--- src/rtl/cfg_loader_pkg.sv ---
package cfg_loader_pkg;
  localparam int unsigned FRAME_W  = 18;
  localparam int unsigned ADDR_W   = 2;
  localparam int unsigned DATA_W   = FRAME_W - ADDR_W;
  localparam int unsigned NUM_REGS = 1 << ADDR_W;
  localparam int unsigned SYNC_STAGES = 2;

  // pin positions within the synchronized bundle
  localparam int unsigned PIN_CLK = 0;
  localparam int unsigned PIN_DAT = 1;
  localparam int unsigned PIN_LE  = 2;
  localparam int unsigned NUM_PINS = 3;
endpackage

--- src/rtl/cfg_pin_sync.sv ---
module cfg_pin_sync #(
  parameter int unsigned WIDTH  = 3,
  parameter int unsigned STAGES = 2
) (
  input  logic             clk_i,
  input  logic             rst_ni,
  input  logic [WIDTH-1:0] pin_i,
  output logic [WIDTH-1:0] sync_o,
  output logic [WIDTH-1:0] rise_o
);
  logic [STAGES-1:0][WIDTH-1:0] stg_q;
  logic [WIDTH-1:0]             prev_q;

  always_ff @(posedge clk_i or negedge rst_ni) begin
    if (!rst_ni) begin
      stg_q  <= '0;
      prev_q <= '0;
    end else begin
      stg_q[0] <= pin_i;
      for (int i = 1; i < int'(STAGES); i++) stg_q[i] <= stg_q[i-1];
      prev_q <= stg_q[STAGES-1];
    end
  end

  assign sync_o = stg_q[STAGES-1];
  assign rise_o = stg_q[STAGES-1] & ~prev_q;

  // a rising edge cannot repeat on consecutive cycles
  for (genvar g = 0; g < int'(WIDTH); g++) begin : g_edge_chk
    p_edge_single_r5: assert property (@(posedge clk_i) disable iff (!rst_ni)
      rise_o[g] |=> !rise_o[g]);
  end
endmodule

--- src/rtl/cfg_frame_shifter.sv ---
module cfg_frame_shifter #(
  parameter int unsigned FRAME_W = 18
) (
  input  logic               clk_i,
  input  logic               rst_ni,
  input  logic               shift_i,
  input  logic               bit_i,
  output logic [FRAME_W-1:0] frame_o
);
  logic [FRAME_W-1:0] sr_q;

  always_ff @(posedge clk_i or negedge rst_ni) begin
    if (!rst_ni)      sr_q <= '0;
    else if (shift_i) sr_q <= {sr_q[FRAME_W-2:0], bit_i};
  end

  assign frame_o = sr_q;

  p_shift_hold_r2: assert property (@(posedge clk_i) disable iff (!rst_ni)
    !shift_i |=> $stable(frame_o));
endmodule

--- src/rtl/cfg_latch_bank.sv ---
module cfg_latch_bank #(
  parameter int unsigned DATA_W = 16,
  parameter int unsigned ADDR_W = 2,
  localparam int unsigned NUM_REGS = 1 << ADDR_W
) (
  input  logic                         clk_i,
  input  logic                         rst_ni,
  input  logic                         commit_i,
  input  logic [ADDR_W-1:0]            addr_i,
  input  logic [DATA_W-1:0]            data_i,
  input  logic [NUM_REGS-1:0]          tc_i,
  output logic [NUM_REGS*DATA_W-1:0]   shadow_o,
  output logic [NUM_REGS*DATA_W-1:0]   active_o,
  output logic [NUM_REGS-1:0]          upd_o
);
  logic [NUM_REGS-1:0][DATA_W-1:0] shadow_q;
  logic [NUM_REGS-1:0][DATA_W-1:0] active_q;
  logic [NUM_REGS-1:0]             upd_q;

  for (genvar g = 0; g < int'(NUM_REGS); g++) begin : g_reg
    logic sel;
    assign sel = commit_i && (addr_i == ADDR_W'(g));

    always_ff @(posedge clk_i or negedge rst_ni) begin
      if (!rst_ni) begin
        shadow_q[g] <= '0;
        upd_q[g]    <= 1'b0;
      end else begin
        upd_q[g] <= sel;
        if (sel) shadow_q[g] <= data_i;
      end
    end

    // counter picks up the held value only at its terminal count
    always_ff @(posedge clk_i or negedge rst_ni) begin
      if (!rst_ni)      active_q[g] <= '0;
      else if (tc_i[g]) active_q[g] <= shadow_q[g];
    end

    assign shadow_o[g*DATA_W +: DATA_W] = shadow_q[g];
    assign active_o[g*DATA_W +: DATA_W] = active_q[g];

    p_hold_unwritten_r4: assert property (@(posedge clk_i) disable iff (!rst_ni)
      !upd_q[g] |-> $stable(shadow_q[g]));
    p_upd_single_r8: assert property (@(posedge clk_i) disable iff (!rst_ni)
      upd_q[g] |=> !upd_q[g]);
    p_act_hold_r9: assert property (@(posedge clk_i) disable iff (!rst_ni)
      !tc_i[g] |=> $stable(active_q[g]));
    p_act_load_r9: assert property (@(posedge clk_i) disable iff (!rst_ni)
      tc_i[g] |=> (active_q[g] == $past(shadow_q[g])));
  end

  assign upd_o = upd_q;

  p_upd_onehot_r8: assert property (@(posedge clk_i) disable iff (!rst_ni)
    $onehot0(upd_q));
endmodule

--- src/rtl/cfg_serial_loader.sv ---
module cfg_serial_loader
  import cfg_loader_pkg::*;
#(
  parameter int unsigned P_FRAME_W = FRAME_W,
  parameter int unsigned P_ADDR_W  = ADDR_W,
  localparam int unsigned P_DATA_W = P_FRAME_W - P_ADDR_W,
  localparam int unsigned P_NREGS  = 1 << P_ADDR_W
) (
  input  logic                          clk_i,
  input  logic                          rst_ni,
  input  logic                          ser_clk_i,
  input  logic                          ser_dat_i,
  input  logic                          ser_le_i,
  input  logic [P_NREGS-1:0]            tc_i,
  output logic [P_NREGS*P_DATA_W-1:0]   shadow_o,
  output logic [P_NREGS*P_DATA_W-1:0]   active_o,
  output logic [P_NREGS-1:0]            upd_o
);
  logic [NUM_PINS-1:0]  pins, pin_sync, pin_rise;
  logic [P_FRAME_W-1:0] frame;
  logic                 unused_pins;

  assign pins[PIN_CLK] = ser_clk_i;
  assign pins[PIN_DAT] = ser_dat_i;
  assign pins[PIN_LE]  = ser_le_i;

  cfg_pin_sync #(
    .WIDTH  (NUM_PINS),
    .STAGES (SYNC_STAGES)
  ) u_sync (
    .clk_i  (clk_i),
    .rst_ni (rst_ni),
    .pin_i  (pins),
    .sync_o (pin_sync),
    .rise_o (pin_rise)
  );

  assign unused_pins = ^{pin_sync[PIN_CLK], pin_sync[PIN_LE], pin_rise[PIN_DAT]};

  cfg_frame_shifter #(
    .FRAME_W (P_FRAME_W)
  ) u_shift (
    .clk_i   (clk_i),
    .rst_ni  (rst_ni),
    .shift_i (pin_rise[PIN_CLK]),
    .bit_i   (pin_sync[PIN_DAT]),
    .frame_o (frame)
  );

  cfg_latch_bank #(
    .DATA_W (P_DATA_W),
    .ADDR_W (P_ADDR_W)
  ) u_bank (
    .clk_i    (clk_i),
    .rst_ni   (rst_ni),
    .commit_i (pin_rise[PIN_LE]),
    .addr_i   (frame[P_ADDR_W-1:0]),
    .data_i   (frame[P_FRAME_W-1:P_ADDR_W]),
    .tc_i     (tc_i),
    .shadow_o (shadow_o),
    .active_o (active_o),
    .upd_o    (upd_o)
  );

  p_no_commit_r5: assert property (@(posedge clk_i) disable iff (!rst_ni)
    !pin_rise[PIN_LE] |=> (upd_o == '0));
endmodule

--- config.mk ---
export PLATFORM = sky130hd
export DESIGN_NAME = cfg_serial_loader
export DESIGN_NICKNAME = d
export VERILOG_FILES = /design/src/rtl/cfg_loader_pkg.sv /design/src/rtl/cfg_pin_sync.sv /design/src/rtl/cfg_frame_shifter.sv /design/src/rtl/cfg_latch_bank.sv /design/src/rtl/cfg_serial_loader.sv
export SDC_FILE = /design/constraint.sdc
export NUM_CORES = 1
export LEC_CHECK = 0
export ABC_AREA = 1
export BUFFER_PORTS_ARGS = -buffer_cell sky130_fd_sc_hd__buf_2
export CORE_UTILIZATION = 49
export CTS_CLUSTER_DIAMETER = 150
export DETAILED_ROUTE_END_ITERATION = 10
export PLACE_DENSITY = 0.75
export SETUP_SLACK_MARGIN = 0.1
export SYNTH_ARGS = -nofsm -noshare
export SYNTH_HDL_FRONTEND = slang
export SYNTH_HIERARCHICAL = 1
export SYNTH_SLANG_ARGS = --single-unit
--- constraint.sdc ---
create_clock -name clk_i -period 1.2 [get_ports clk_i]
set_input_delay 0.06 -clock clk_i [delete_from_list [all_inputs] [get_ports clk_i]]
set_output_delay 0.06 -clock clk_i [all_outputs]
set_load 0.005 [all_outputs]
==> impl_metrics.csv <==
group,metric,value,unit
global_route,grt_pass1_vias,4582,
power_and_ir_drop,comb_power_share,16.3,%
power_and_ir_drop,p_clk_share,38.0,%
sta,finalHoldViolCount,0,
floorplanning,die_y,115,um
min_path,min_path_cells,3,
cells_and_area,fillers,923,
sta,worstMarginPinSlew,0.464,ns
clock_tree,cts.sinks,158,
sta,grt_setup_unrepaired,"true",
route,drc,0,
power_and_ir_drop,p_leak,4.45,nW
cells_and_area,area_growth,33.3,%
route,routedWlPerCell,15.7,um
cells_and_area,layout_commonest_cell,"nand2_1",
floorplanning,rows,41,
clock_tree,clk_pin_slew_worst_paths,0.06,ns
setup_path,critPathKind,"register to register",
route,dr.pass1.iters,5,
clock_tree,cts_made_buffers,17,
sta,finalSetupViolations,29,
route,drtIter0Drc,472,
cells_and_area,final_cells,1001,
placed_design,dp.cells,945,
setup_path,cp-end-kind,"register",
synthesis,netlist_area,6290,um^2
cells_and_area,drive_gt1_share,33.3,%
floorplanning,core,12600,um^2
route,antenna_left,0,
placed_design,placed_area,7210,um^2
setup_path,reg2reg_depth,7,
synthesis,avgSynthCellArea,9.66,um^2
global_route,grt_use_total,22.9,%
sta,slew_headroom,69.1,%
cells_and_area,final_area,8390,um^2
cells_and_area,nNetsFinal,825,
placed_design,port_buffers,140,
power_and_ir_drop,intPower,10.7,mW
flow_run,maxCapViolations,0,
floorplanning,die_w,115,um
clock_tree,insertion_delay,0.43,ns
power_and_ir_drop,p_sw,4.39,mW
setup_path,critical_path_required,1.56,ns
clock_tree,cts-root-buf,"clkbuf_16",
synthesis,synth_fp_nets,660,
power_and_ir_drop,irDropWorstVdd,1.05,mV
floorplanning,start_util,50.0,%
setup_path,reg2reg_from,"u_sync/sync_o[2]",
power_and_ir_drop,p_per_area,1800,nW/um^2
global_route,grt_overflow,0,
setup_path,crit_path_start_kind,"register",
sta,final.setup.worst_slack,-0.0639,ns
setup_path,cp_max_fo,10,
route,vias_per_cell,5.21,
min_path,min_path_type,"input pin to register",
floorplanning,die_area,13300,um^2
clock_tree,cts_tree,"built",
placed_design,dp_hpwl,9.74,mm
global_route,grt_pass1_wl,23.0,mm
sta,tns,-0.526,ns
synthesis,synth_warnings,6,
sta,period_share,105,%
run_status,outcome,"complete, but fails checks",
sta,finalMaxSlewViolations,0,
run_status,violations,"negative setup slack",
power_and_ir_drop,p_seq_share,45.7,%
global_route,grt_start_max_net_pins,45,
setup_path,arrival,1.62,ns
min_path,hold_start,"tc_i[0]",
clock_tree,htreeDepth,4,
sta,skew,0.00765,ns
clock_tree,cts_buffer_depth,2,
power_and_ir_drop,switching_share,29.0,%
floorplanning,ios,141,
sta,hold_ws,0.0907,ns
route,vias,5215,
global_route,antenna_found_initial,0,
cells_and_area,diodes,0,
placed_design,globalplace.congestion,0.772,
cells_and_area,mostFrequentLayoutCells,"210 x nand2_1, 158 x dfrtp_1, 139 x buf_2",
sta,fin_crit,1.26,ns
setup_path,cp-startpoint,"u_sync/sync_o[2]",
route,wirelength,15.7,mm
sta,fmax,791,MHz
synthesis,postSynthCellCount,651,
==> state kept, by name (all words and copies together) (netlist names) <==
| signal | flops |
|---|---|
| u_bank/active_o | 64 |
| u_bank/upd_o | 4 |
| u_sync/stg_q | 3 |
| u_sync/prev_q | 2 |
| u_bank/shadow_o | 64 |
| u_sync/sync_o | 3 |
| u_shift/frame_o | 18 |
==> power by group through the flow <==
stage               Clock (mW)  Sequential [mW]  Combinational [mW]
finish                    5.74             6.92                2.46
global route              6.07             7.01                2.75
CTS                       5.80             6.90                2.24
detailed placement           0             6.98                2.18
global placement             0             6.94                2.09
floorplan                    0             6.82                1.05
==> layout make-up <==
cell class	instances	area (um^2)	share of cell area, %
Sequential cell	158	3950	47.2
Clock buffer	17	425	5.07
Clock inverter	15	213	2.54
Inverter	73	287	3.42
Tap cell	172	215	2.57
Timing Repair Buffer	178	1290	15.4
Multi-Input combinational cell	388	2000	23.9
==> stage by stage <==
step / worst slack [ns] / util [%] / power, mW
floorplan: 0.0982 / - / 7.87
global placement: 0.0466 / 57.3 / 9.04
detailed placement: -0.0218 / 57.3 / 9.16
CTS: -0.0120 / 63.1 / 14.9
global route: -0.0718 / 66.7 / 15.8
finish: -0.0639 / 66.7 / 15.1
==> per-layer routing <==
| layer | routed length (um) | GRT usage (%) |
|---|---|---|
| met1 | 6720 | 29.8 |
| met2 | 7640 | 37.3 |
| met3 | 1010 | 5.85 |
| met5 | 0 | 0 |
| met4 | 309 | 8.48 |
==> worst max-delay path: stages, from the launching register on <==
cell and delay [ns]:
dfrtp_1 0.36, inv_2 0.05, nor2_4 0.12, buf_12 0.15
buf_12 0.13, buf_6 0.13, nand4_1 0.16, nand2_1 0.10
==> repair_timing <==
| item | in CTS | in global routing |
|---|---|---|
| endpoints found under the hold margin | 161 | 0 |
| resized for setup | 8 | 44 |
| gates cloned | 3 | 11 |
| setup buffers | 0 | 6 |
| pin swaps | 5 | 53 |
| hold buffers | 4 | 0 |
| endpoints found under the setup margin | 65 | 68 |
==> path summary, 6_finish.rpt <==
check | endpoint | slack [ns]
setup / recovery | u_bank/shadow_o[56] | -0.06
hold / removal | u_bank/active_o[15] | 0.09
setup reg to reg | u_bank/shadow_o[56] | -0.06
hold reg to reg | u_sync/sync_o[1] | 0.35
max in group asynchronous | u_bank/active_o[21] | 0.51
min in group asynchronous | u_bank/active_o[37] | 0.13
No activity file was read; power rests on OpenSTA's default activity.
